--- src/rtl/hostlink_pkg.sv ---
package hostlink_pkg;
   localparam int unsigned RESP_W = 16;

   typedef enum logic [2:0] {
      ACT_EXIT,
      ACT_SYSCALL,
      ACT_PUTC,
      ACT_GETC,
      ACT_UNKNOWN
   } act_e;
endpackage

--- src/rtl/hl_decode.sv ---
module hl_decode
   import hostlink_pkg::*;
#(
   parameter int unsigned DEV_W  = 8,
   parameter int unsigned CMD_W  = 8,
   parameter int unsigned CODE_W = 8,
   parameter int unsigned CHAR_W = 8,
   parameter int unsigned LOW_W  = 9
)(
   input  logic [DEV_W-1:0]  dev,
   input  logic [CMD_W-1:0]  cmd,
   input  logic [LOW_W-1:0]  pay_lo,
   output act_e              act,
   output logic [CODE_W-1:0] code,
   output logic [CHAR_W-1:0] ch
);
   localparam logic [DEV_W-1:0] DEV_SYS  = DEV_W'(0);
   localparam logic [DEV_W-1:0] DEV_CONS = DEV_W'(1);
   localparam logic [CMD_W-1:0] CMD_ZERO = CMD_W'(0);
   localparam logic [CMD_W-1:0] CMD_ONE  = CMD_W'(1);

   assign code = pay_lo[CODE_W:1];
   assign ch   = pay_lo[CHAR_W-1:0];

   always_comb begin
      if (dev == DEV_SYS && cmd == CMD_ZERO)
         act = pay_lo[0] ? ACT_EXIT : ACT_SYSCALL;
      else if (dev == DEV_CONS && cmd == CMD_ONE)
         act = ACT_PUTC;
      else if (dev == DEV_CONS && cmd == CMD_ZERO)
         act = ACT_GETC;
      else
         act = ACT_UNKNOWN;
   end
endmodule

--- src/rtl/hl_txport.sv ---
module hl_txport #(
   parameter int unsigned DATA_W = 8
)(
   input  logic              clk,
   input  logic              rst_n,
   input  logic              load,
   input  logic [DATA_W-1:0] load_data,
   input  logic              tx_ready,
   output logic              tx_valid,
   output logic [DATA_W-1:0] tx_data,
   output logic              done
);
   assign done = tx_valid & tx_ready;

   always_ff @(posedge clk or negedge rst_n) begin
      if (!rst_n) begin
         tx_valid <= 1'b0;
         tx_data  <= '0;
      end else if (load) begin
         tx_valid <= 1'b1;
         tx_data  <= load_data;
      end else if (done) begin
         tx_valid <= 1'b0;
      end
   end
endmodule

--- src/rtl/hostlink_mailbox.sv ---
module hostlink_mailbox
   import hostlink_pkg::*;
#(
   parameter int unsigned HALF_W    = 32,
   parameter int unsigned ADDR_W    = 6,
   parameter int unsigned REQ_OFS   = 0,
   parameter int unsigned RSP_OFS   = 8,
   parameter int unsigned DEV_W     = 8,
   parameter int unsigned CMD_W     = 8,
   parameter int unsigned CHAR_W    = 8,
   parameter int unsigned CODE_W    = 8,
   parameter bit          READ_PIPE = 1'b0
)(
   input  logic              clk,
   input  logic              rst_n,
   input  logic              bus_we,
   input  logic [ADDR_W-1:0] bus_addr,
   input  logic [HALF_W-1:0] bus_wdata,
   output logic [HALF_W-1:0] bus_rdata,
   output logic              tx_valid,
   output logic [CHAR_W-1:0] tx_data,
   input  logic              tx_ready,
   input  logic              rx_valid,
   input  logic [CHAR_W-1:0] rx_data,
   output logic              exit_valid,
   output logic [CODE_W-1:0] exit_code
);
   localparam int unsigned WORD_W = 2 * HALF_W;
   localparam int unsigned TAG_W  = DEV_W + CMD_W;
   localparam int unsigned MID_W  = WORD_W - TAG_W - RESP_W;
   localparam int unsigned LOW_W  = (CODE_W + 1 > CHAR_W) ? CODE_W + 1 : CHAR_W;
   localparam logic [ADDR_W-1:0] A_REQ_LO = ADDR_W'(REQ_OFS);
   localparam logic [ADDR_W-1:0] A_REQ_HI = ADDR_W'(REQ_OFS + 4);
   localparam logic [ADDR_W-1:0] A_RSP_LO = ADDR_W'(RSP_OFS);
   localparam logic [ADDR_W-1:0] A_RSP_HI = ADDR_W'(RSP_OFS + 4);
   localparam logic [RESP_W-1:0] CHAR_TAG = RESP_W'(1) << CHAR_W;

   // elaboration-time parameter checks
   if (REQ_OFS % 8 != 0 || RSP_OFS % 8 != 0) begin : g_bad_align
      $error("register offsets must be 8-byte aligned");
   end
   if (REQ_OFS == RSP_OFS) begin : g_bad_overlap
      $error("register offsets must differ");
   end
   if ((REQ_OFS + 8 > (1 << ADDR_W)) || (RSP_OFS + 8 > (1 << ADDR_W))) begin : g_bad_range
      $error("register offsets exceed the address width");
   end
   if (MID_W < 1 || CHAR_W >= RESP_W) begin : g_bad_fields
      $error("field widths do not fit the 64-bit word");
   end
   if (LOW_W > WORD_W - TAG_W) begin : g_bad_payload
      $error("exit code does not fit in the payload");
   end

   function automatic logic [WORD_W-1:0] mk_resp(input logic [TAG_W-1:0] tag,
                                                 input logic [RESP_W-1:0] val);
      return {tag, {MID_W{1'b0}}, val};
   endfunction

   logic [WORD_W-1:0] req_q, rsp_q, full_word;
   logic [TAG_W-1:0]  pend_tag_q;
   logic              allow_q;
   logic              wr_req_lo, wr_req_hi, wr_rsp_lo, wr_rsp_hi, commit;
   logic              tx_load, tx_done;
   act_e              dec_act;
   logic [CODE_W-1:0] dec_code;
   logic [CHAR_W-1:0] dec_ch;
   logic [HALF_W-1:0] rd_mux;

   assign wr_req_lo = bus_we && bus_addr == A_REQ_LO;
   assign wr_req_hi = bus_we && bus_addr == A_REQ_HI;
   assign wr_rsp_lo = bus_we && bus_addr == A_RSP_LO;
   assign wr_rsp_hi = bus_we && bus_addr == A_RSP_HI;
   assign commit    = wr_req_hi && allow_q;
   assign full_word = {req_q[WORD_W-1:HALF_W] | bus_wdata, req_q[HALF_W-1:0]};
   assign tx_load   = commit && dec_act == ACT_PUTC;

   hl_decode #(
      .DEV_W(DEV_W), .CMD_W(CMD_W), .CODE_W(CODE_W), .CHAR_W(CHAR_W), .LOW_W(LOW_W)
   ) u_dec (
      .dev    (full_word[WORD_W-1 -: DEV_W]),
      .cmd    (full_word[WORD_W-DEV_W-1 -: CMD_W]),
      .pay_lo (full_word[LOW_W-1:0]),
      .act    (dec_act),
      .code   (dec_code),
      .ch     (dec_ch)
   );

   hl_txport #(.DATA_W(CHAR_W)) u_tx (
      .clk       (clk),
      .rst_n     (rst_n),
      .load      (tx_load),
      .load_data (dec_ch),
      .tx_ready  (tx_ready),
      .tx_valid  (tx_valid),
      .tx_data   (tx_data),
      .done      (tx_done)
   );

   // later statements take priority: completion > rx > processor write
   always_ff @(posedge clk or negedge rst_n) begin
      if (!rst_n) begin
         req_q      <= '0;
         rsp_q      <= '0;
         pend_tag_q <= '0;
         allow_q    <= 1'b0;
         exit_valid <= 1'b0;
         exit_code  <= '0;
      end else begin
         exit_valid <= 1'b0;
         if (wr_rsp_lo)
            rsp_q <= {{HALF_W{1'b0}}, bus_wdata};
         else if (wr_rsp_hi)
            rsp_q[WORD_W-1:HALF_W] <= rsp_q[WORD_W-1:HALF_W] | bus_wdata;
         if (rx_valid)
            rsp_q <= mk_resp(pend_tag_q, CHAR_TAG | RESP_W'(rx_data));
         if (wr_req_lo) begin
            if (req_q == '0) begin
               req_q   <= {{HALF_W{1'b0}}, bus_wdata};
               allow_q <= 1'b1;
            end else begin
               allow_q <= 1'b0;
            end
         end
         if (commit) begin
            allow_q <= 1'b0;
            case (dec_act)
               ACT_GETC: begin
                  pend_tag_q <= full_word[WORD_W-1 -: TAG_W];
                  req_q      <= '0;
               end
               ACT_PUTC: req_q <= full_word;
               default: begin
                  if (dec_act == ACT_EXIT) begin
                     exit_valid <= 1'b1;
                     exit_code  <= dec_code;
                  end
                  rsp_q <= mk_resp(full_word[WORD_W-1 -: TAG_W], '0);
                  req_q <= '0;
               end
            endcase
         end
         if (tx_done) begin
            rsp_q <= mk_resp(req_q[WORD_W-1 -: TAG_W], CHAR_TAG | RESP_W'(tx_data));
            req_q <= '0;
         end
      end
   end

   always_comb begin
      if (bus_addr == A_REQ_LO)      rd_mux = req_q[HALF_W-1:0];
      else if (bus_addr == A_REQ_HI) rd_mux = req_q[WORD_W-1:HALF_W];
      else if (bus_addr == A_RSP_LO) rd_mux = rsp_q[HALF_W-1:0];
      else if (bus_addr == A_RSP_HI) rd_mux = rsp_q[WORD_W-1:HALF_W];
      else                           rd_mux = '0;
   end

   if (READ_PIPE) begin : g_rd_reg
      always_ff @(posedge clk or negedge rst_n) begin
         if (!rst_n) bus_rdata <= '0;
         else        bus_rdata <= rd_mux;
      end
   end else begin : g_rd_comb
      assign bus_rdata = rd_mux;
   end
endmodule

--- config.mk ---
export PLATFORM = sky130hd
export DESIGN_NAME = hostlink_mailbox
export DESIGN_NICKNAME = d
export VERILOG_FILES = /design/src/rtl/hostlink_pkg.sv /design/src/rtl/hl_decode.sv /design/src/rtl/hl_txport.sv /design/src/rtl/hostlink_mailbox.sv
export SDC_FILE = /design/constraint.sdc
export NUM_CORES = 1
export LEC_CHECK = 0
export BUFFER_PORTS_ARGS = -buffer_cell sky130_fd_sc_hd__buf_2
export CAP_MARGIN = 20
export CELL_PAD_IN_SITES_DETAIL_PLACEMENT = 1
export CELL_PAD_IN_SITES_GLOBAL_PLACEMENT = 2
export CORE_MARGIN = 2
export CORE_UTILIZATION = 42
export CTS_BUF_LIST = sky130_fd_sc_hd__clkbuf_8
export DETAILED_ROUTE_END_ITERATION = 8
export HOLD_SLACK_MARGIN = 0.08
export PLACE_DENSITY = 0.95
export REMOVE_ABC_BUFFERS = 1
export SLEW_MARGIN = 20
export SYNTH_ARGS = -nofsm -noshare
export SYNTH_HDL_FRONTEND = slang
export SYNTH_SLANG_ARGS = --single-unit
export TNS_END_PERCENT = 100
--- constraint.sdc ---
create_clock -name clk -period 6.75 [get_ports clk]
set_input_delay 1.6875 -clock clk [delete_from_list [all_inputs] [get_ports clk]]
set_output_delay 1.6875 -clock clk [all_outputs]
set_load 0.1 [all_outputs]
==> results, run 1 <==
- Dividing the synthesized area by the synthesized cell count gives 10.9 um2.
- The clock-pin slew reported for the worst setup and hold paths after clock tree synthesis is 0.07 ns.
- For the worst flop-to-flop path, the logic depth is 8.
- The critical path runs through a total of 4 cells.
- The maximum fanout encountered on the critical timing path is 37.
- The switching power summed over all nets is 443 uW.
- The clock share of power is 41.2%.
- The highest cell delay on the worst timing path is 0.75 ns.
- The worst register-to-register path ends at req_q[3]$_DFFE_PN0P_.
- For this design, the CTS-stage hold fixing added 0 buffers.
- The first-iteration detailed-routing DRC count is 468.
- Once detail routing completed, the nets flagged for antenna violations numbered 0.
- The number of different library cells used by synthesis comes to 41.
- The initial core utilization is 42.8%.
- In this design, the largest share of critical-path delay is due to buffers and inverters.
- In this run the deepest clock path goes through 2 buffers.
- The total count of max-transition violations in the final report is 0.
- In this run the critical register-to-register path is launched from req_q[61]$_DFFE_PN0P_.
- The most critical setup path has its endpoint at bus_rdata[0].
- The buffering stage count on the worst path with inverters included is 2.
- The max-slew headroom at the worst pin is 26.1%.
- The number of fill cells is 2066.
- The flow ran to the end, and the final reports show no timing, DRC or antenna violations.
- The total leakage power is 4.25 nW.
- Dividing the final minimum period by the clock period gives 77.2%.
- Max-cap violations in this run came to 0.
- The biggest area contributor in the post-synthesis netlist is sky130_fd_sc_hd__dfrtp_1.
- Setup violations remaining at the end of the flow were counted as 0.
- The most critical setup path has its startpoint at bus_addr[2].
- The measured slew at the worst slew-check pin is 1.11 ns.
- The average detailed-routed wire length per instance is 23.6 um.
- The x dimension of the die is 142 um.
- Across the VDD grid, the largest voltage drop is 0.105 mV.
- The TritonCTS clock tree is built.
- In the routed design, unresolved DRC markers number 0.
- The routed wire length is 24900 um.
- The number of setup buffers added after CTS is 0.
- From synthesis to final layout, the design area changed by 12.7%.
- The die is 142 um tall.
- The via count of the first global-routing pass is 6757.
- The final period demand of the worst path is 5.21 ns.
- Sorting the synthesized cells by how often they occur yields 163 x sky130_fd_sc_hd__dfrtp_1, 88 x sky130_fd_sc_hd__a21oi_1, 73 x sky130_fd_sc_hd__nand2_1.
- The first-pass iteration count of the detailed router is 5.
- After routing, the total negative slack on setup checks comes to 0 ns.
- The synthesized design contains 0 enable-type register cells.
- The data required time of the worst path is 5.06 ns.
- After legalization and detailed placement, the total HPWL measured 15900 um.
- After synthesis, the cell types taking the most area are sky130_fd_sc_hd__dfrtp_1 51%, sky130_fd_sc_hd__mux4_2 9.0%, sky130_fd_sc_hd__a21oi_1 5.5%, sky130_fd_sc_hd__a32o_1 4.0%, sky130_fd_sc_hd__and2_1 3.9%.
- For the worst setup path, the data arrival time is 3.52 ns.
- The number of I/O pins is 101.
- The path type of the worst setup path is input port to output port.
- The CTS H-tree depth is 4.
- The flop-to-flop setup slack is 3.32 ns.
- The dominant cell type by count on the critical path is sky130_fd_sc_hd__buf_2.
- The residual overflow from global routing is 0.
- The share of flip-flops with an asynchronous set or reset is 100%.
- The cell internal power dissipation is 1.45 mW.
- The die covers 0.0203 mm2.
- The net count reported at finish is 861.
- The fraction of final layout cells with drive strength greater than 1 is 27.0%.
- For this run, the top clock speed supported by timing is 192 MHz.
- STA classifies the critical path endpoint as an output port.
- Setup repair after global routing left no endpoint under its margin.
- The number of cells produced by synthesis is 740.
- The number of buffers added by the clock tree synthesis step is 17.
- The initial antenna violation count came to 0.
- The netlist area before placement is 0.00804 mm2.
- The detail-routed via count per cell is 6.15.
- The warning count from the yosys run is 0.
- The area share of the largest cell type after synthesis is 50.7%.
- The slowest stage of the critical path belongs to the cell sky130_fd_sc_hd__buf_2.
- The congestion estimate from routability-driven global placement came to 0.807.
- Global routing used 25.4% of the available tracks.
- Cells fill 48.3% of the core in the end.
- The sequential element share of the synthesized area is 50.7%.
- The number of buffers inserted by port buffering is 100.
- In the post-synthesis netlist, the cell with the most instances is sky130_fd_sc_hd__dfrtp_1.
- The launching element type of the critical path is an input port.
- The sequential share of power is 52.1%.
- The final route contains 6479 vias.
- Power spread over the standard cell area amounts to 209 mW/mm2.
- The antenna cell count is 0.
- Walking the worst path, the cells encountered are buf_2, mux4_2, and2_1, buf_2.
- The hold violation count in the final report was 0.
- The combinational group share of total power is 6.7%.
- The area of the core is 0.0188 mm2.
- The floorplan has 50 rows.
- CTS saw 163 sinks.
- The clock skew is 0.0113 ns.
- The maximum number of pins on one net before global-route repair is 108.
- The most used flip-flop cell after synthesis is sky130_fd_sc_hd__dfrtp_1.
- The global-route wire length before repair is 39000 um.
- The fraction of power spent switching nets is 23.4%.
- The type of the tightest min-delay check is flip-flop to flip-flop.
- The total of flip-flops plus latches after synthesis is 163.
- The number of gates given a new drive strength after cts is 0.
- The library cell used as clock root buffer is sky130_fd_sc_hd__clkbuf_8.
- At the later pin of the worst-skew pair, clock insertion delay measures 0.46 ns.
## registers in the layout, summed over array words and instances (netlist names)
signal,cells
u_tx.tx_data,8
u_tx.tx_valid,1
req_q,64
pend_tag_q,16
rsp_q,64
allow_q,1
exit_code,8
exit_valid,1
## cell type report
class	count	area (um2)	share of cell area [%]
clock buffer	24	330	3.65
tap	234	293	3.23
sequential	163	4080	45.0
clock inverter	4	95.1	1.05
multi-input combinational	494	3560	39.2
inverter	18	67.6	0.746
timing repair buffer	116	639	7.06
## worst register-to-register path: stages, from the launching register on
cell                        delay, ns
sky130_fd_sc_hd__dfrtp_1         0.43
sky130_fd_sc_hd__nor4_1          0.42
sky130_fd_sc_hd__nand4_1         0.31
sky130_fd_sc_hd__nand4b_4        0.27
sky130_fd_sc_hd__nor4b_4         0.30
sky130_fd_sc_hd__buf_4           0.32
sky130_fd_sc_hd__buf_4           0.51
sky130_fd_sc_hd__o2bb2ai_4       0.42
sky130_fd_sc_hd__a32o_1          0.36
## layer usage
layer | share of wire [%] | up-vias | wire length [um] | track usage (%)
li1 | - | 2827 | - | -
met1 | 43 | 3369 | 10700 | 33.7
met2 | 49 | 232 | 12100 | 41.6
met3 | 5.8 | 51 | 1440 | 4.64
met4 | 2.7 | 0 | 664 | 9.64
met5 | 0 | - | 0 | 0
## power groups by stage
stage | clock, mW | sequential (mW) | combinational [mW]
after global placement | 0 | 1.00 | 0.124
final | 0.779 | 0.985 | 0.126
after floorplan | 0 | 1.00 | 0.0470
after detailed placement | 0 | 1.00 | 0.126
after CTS | 0.788 | 0.985 | 0.127
after global routing | 0.820 | 0.985 | 0.137
## how the worst min path moves through the flow
| stage | start | end | cells after the start |
|---|---|---|---|
| after floorplan | pend_tag_q[8]$_DFFE_PN0P_ | pend_tag_q[8]$_DFFE_PN0P_ | 1 |
| after global placement | pend_tag_q[8]$_DFFE_PN0P_ | pend_tag_q[8]$_DFFE_PN0P_ | 1 |
| after detailed placement | pend_tag_q[3]$_DFFE_PN0P_ | pend_tag_q[3]$_DFFE_PN0P_ | 1 |
| after CTS | allow_q$_DFFE_PN0P_ | allow_q$_DFFE_PN0P_ | 1 |
| after global routing | pend_tag_q[8]$_DFFE_PN0P_ | pend_tag_q[8]$_DFFE_PN0P_ | 1 |
| final | pend_tag_q[10]$_DFFE_PN0P_ | pend_tag_q[10]$_DFFE_PN0P_ | 1 |
## kinds of logic (layout without fill, tap and decap cells)
kind of cell,after synthesis,after routing,synth area share (%)
AND/OR/NAND/NOR,259,259,17.4
AO/OA/AOI/OAI,187,187,15.5
multiplexers,48,48,11.2
buffers and inverters,83,162,5.21
flip-flops,163,163,50.7
## per-stage QoR
| stage | instance area, um2 | power [mW] | cells | setup slack [ns] | hold WS [ns] |
|---|---|---|---|---|---|
| CTS | 9060 | 1.90 | 1053 | 1.56 | 0.490 |
| floorplan | 7690 | 1.05 | 675 | 0.854 | 0.435 |
| detailed placement | 8630 | 1.13 | 1025 | 1.56 | 0.472 |
| global placement | 8630 | 1.13 | 1025 | 1.57 | 0.454 |
| global route | 9060 | 1.94 | 1053 | 1.48 | 0.507 |
| finish | 9060 | 1.89 | 1053 | 1.54 | 0.487 |
## cell usage in the layout, fill, tap and decap left out, drive strengths merged, types with 3 or more instances in the layout
master	n
nor3	16
and2	50
dfrtp	163
a32o	32
nand4	5
buf	116
clkbuf	24
a21oi	90
inv	18
nor4	34
a211oi	31
mux2	16
nand2	73
bufinv	3
mux4	32
nor2	65
o21ai	28
No activity file was read; power rests on OpenSTA's default activity.
==> run 2, diff against run 1 <==
--- a/config.mk
+++ b/config.mk
@@ -10,11 +10,11 @@
 export CELL_PAD_IN_SITES_DETAIL_PLACEMENT = 1
 export CELL_PAD_IN_SITES_GLOBAL_PLACEMENT = 2
 export CORE_MARGIN = 2
-export CORE_UTILIZATION = 42
+export CORE_UTILIZATION = 36
 export CTS_BUF_LIST = sky130_fd_sc_hd__clkbuf_8
 export DETAILED_ROUTE_END_ITERATION = 8
 export HOLD_SLACK_MARGIN = 0.08
-export PLACE_DENSITY = 0.95
+export PLACE_DENSITY = 0.9
 export REMOVE_ABC_BUFFERS = 1
 export SLEW_MARGIN = 20
 export SYNTH_ARGS = -nofsm -noshare
==> constraint.sdc (replaced) <==
create_clock -name clk -period 4.36 [get_ports clk]
set_input_delay 1.09 -clock clk [delete_from_list [all_inputs] [get_ports clk]]
set_output_delay 1.09 -clock clk [all_outputs]
set_load 0.1 [all_outputs]
==> results, run 2 (synthesized netlist as in run 1, its figures left out) <==
- From left edge to right edge, the die measures 153 um.
- Counting every sink on the clock net gives 163.
- The routed layout has 6481 vias.
- The cell internal power dissipation is 2.09 mW.
- The total of endpoints with negative setup slack in the final report is 0.
- In the final layout, the share of cells above drive strength 1 is 28.4%.
- The number of buffers inserted by port buffering is 100.
- TritonCTS built the clock tree.
- The worst supply voltage drop on vdd is 0.178 mV.
- The initial core utilization is 36.7%.
- The first-iteration detailed-routing DRC count is 508.
- Clock-pin slew was measured on the worst setup and hold paths at 0.08 ns.
- The repair_antennas step left the layout with diodes totalling 0.
- The path type of the worst setup path is input port to output port.
- The total power is 2.80 mW.
- The final period demand of the worst path is 3.79 ns.
- The type of the tightest min-delay check is flip-flop to flip-flop.
- The total global routing track utilization is 22.7%.
- Summing all placed instances gives a cell area of 0.00884 mm2.
- Clock tree synthesis selected as its root buffer the cell sky130_fd_sc_hd__clkbuf_8.
- In the final layout, the registers with the most flip-flops are req_q: 64 flops, rsp_q: 64 flops, pend_tag_q: 16 flops.
- The floorplan has 54 rows.
- The flow ran to the end, and the final reports show no timing, DRC or antenna violations.
- Setup repair after global routing left no endpoint under its margin.
- The measured slew at the worst slew-check pin is 0.948 ns.
- The maximum fanout encountered on the critical timing path is 21.
- Summed over all layers, the global routing overflow is 0.
- The clock share of power is 38.3%.
- The maximum number of pins on one net before global-route repair is 80.
- Detailed placement finished with a half-perimeter wire length of 17100 um.
- The initial antenna violation count is 0.
- The floorplan die area is 0.0235 mm2.
- Once detail routing completed, the nets flagged for antenna violations numbered 0.
- From synthesis to final layout, the design area changed by 14.4%.
- The most critical setup path has its startpoint at bus_addr[3].
- The achievable frequency is 264 MHz.
- The total count of max-transition violations in the final report is 0.
- The most common library cell in the layout ignoring fill and taps is sky130_fd_sc_hd__dfrtp_1.
- The first global-routing pass estimated 41300 um of wire.
- The detail-routed via count per cell is 5.81.
- The startpoint of the lowest-slack hold path is pend_tag_q[8]$_DFFE_PN0P_.
- The number of I/O pins is 101.
- The first TritonRoute pass finished after 5 iterations.
- Summing all non-filler instances in the final layout gives an area of 0.00920 mm2.
- The remaining design rule violation count is 0.
- The worst setup path is launched from an input port.
- In this run the standard cell core region covers 0.0219 mm2.
- The clock reaches the later pin of the worst-skew pair after 0.47 ns.
- The number of gates given a new drive strength after cts is 0.
- Data on the critical path is required at its endpoint by 3.27 ns.
- The hold violation count in the final report came to 0.
- The startpoint identified for the worst register-to-register timing path is req_q[61]$_DFFE_PN0P_.
- The vertical extent of the die is 153 um.
- The power per cell area is 304 mW/mm2.
- The via count of the first global-routing pass came to 7077.
- Final hold analysis gives a worst-case slack of 0.484 ns.
- The switching power summed over all nets is 704 uW.
- The CTS H-tree depth is 4.
- Net switching is 25.2% of the power.
- For this block, the routed nets add up to 25700 um of wire.
- The number of maximum-capacitance violations is 0.
- Headroom to the max-slew limit came out at 36.7%.
- The longest clock path from root to sink contains 2 buffers.
- Data on the critical path arrives at its endpoint at 2.70 ns.
- The type of destination of the critical path is an output port.
- Of the total power, registers draw 54.5%.
- The post-CTS setup repair buffer count is 0.
- The congestion estimate from routability-driven global placement came to 0.823.
- The final critical path takes up 86.9% of the cycle.
- The net count reported at finish is 875.
- Combinational logic burns 7.2% of the power.
- The setup total negative slack is 0 ns.
- The total leakage power is 4.30 nW.
- The clock skew is 0.0105 ns.
- In the layout the commonest cells are 163 x sky130_fd_sc_hd__dfrtp_1, 98 x sky130_fd_sc_hd__buf_2, 88 x sky130_fd_sc_hd__a21oi_1, 72 x sky130_fd_sc_hd__nand2_1, 65 x sky130_fd_sc_hd__nor2_1.
- The number of buffers added by the clock tree synthesis step is 17.
- The number of buffers inserted for hold repair after clock tree synthesis is 0.
- Dividing the detail-routed wire length by the instance count gives 23.1 um.
## run 2: power groups by stage
| stage | Clock (mW) | Combinational, mW | Sequential (mW) |
|---|---|---|---|
| finish | 1.07 | 0.202 | 1.52 |
| CTS | 1.09 | 0.204 | 1.52 |
| detailed placement | 0 | 0.204 | 1.55 |
| global placement | 0 | 0.201 | 1.55 |
| global route | 1.15 | 0.220 | 1.52 |
| floorplan | 0 | 0.0728 | 1.55 |
## run 2: routing by layer
metal,up-vias,routed length [um],global-route usage [%]
met4,0,481,7.47
met1,3409,11400,31.1
met2,185,12600,36.9
met5,-,0,0
met3,30,1270,3.80
li1,2857,-,-
## run 2: area by class of cell
type,instances,area (um2)
clock buffer,18,248
tap,280,350
timing repair buffer,130,785
inverter,18,67.6
multi-input combinational,494,3560
clock inverter,12,116
sequential,163,4080
fill,2456,12700
## run 2: worst paths after layout
| kind | endpoint | slack [ns] | cells past startpoint |
|---|---|---|---|
| worst max register to register | req_q[60]$_DFFE_PN0P_ | 1.07 | 7 |
| worst min-delay path | pend_tag_q[8]$_DFFE_PN0P_ | 0.48 | 1 |
| worst min register to register | pend_tag_q[8]$_DFFE_PN0P_ | 0.48 | 1 |
| min in group asynchronous | pend_tag_q[7]$_DFFE_PN0P_ | 0.64 | 1 |
| worst max-delay path | bus_rdata[8] | 0.57 | 5 |
| max in group asynchronous | exit_valid$_DFF_PN0_ | 2.69 | 2 |
## run 2: worst max-delay path, stage by stage
cell and delay (ns):
sky130_fd_sc_hd__buf_2 0.30, sky130_fd_sc_hd__buf_12 0.27, sky130_fd_sc_hd__mux4_2 0.53, sky130_fd_sc_hd__and2_1 0.20
sky130_fd_sc_hd__buf_2 0.30
## run 2: through the flow
step | std cells | worst slack (ns) | utilization (%)
3_5_place_dp | 1085 | 0.551 | 40.4
3_3_place_gp | 1085 | 0.569 | 40.4
4_1_cts | 1115 | 0.570 | 42.0
2_1_floorplan | 675 | -0.938 | -
6_report | 1115 | 0.570 | 42.0
5_1_grt | 1115 | 0.515 | 42.0
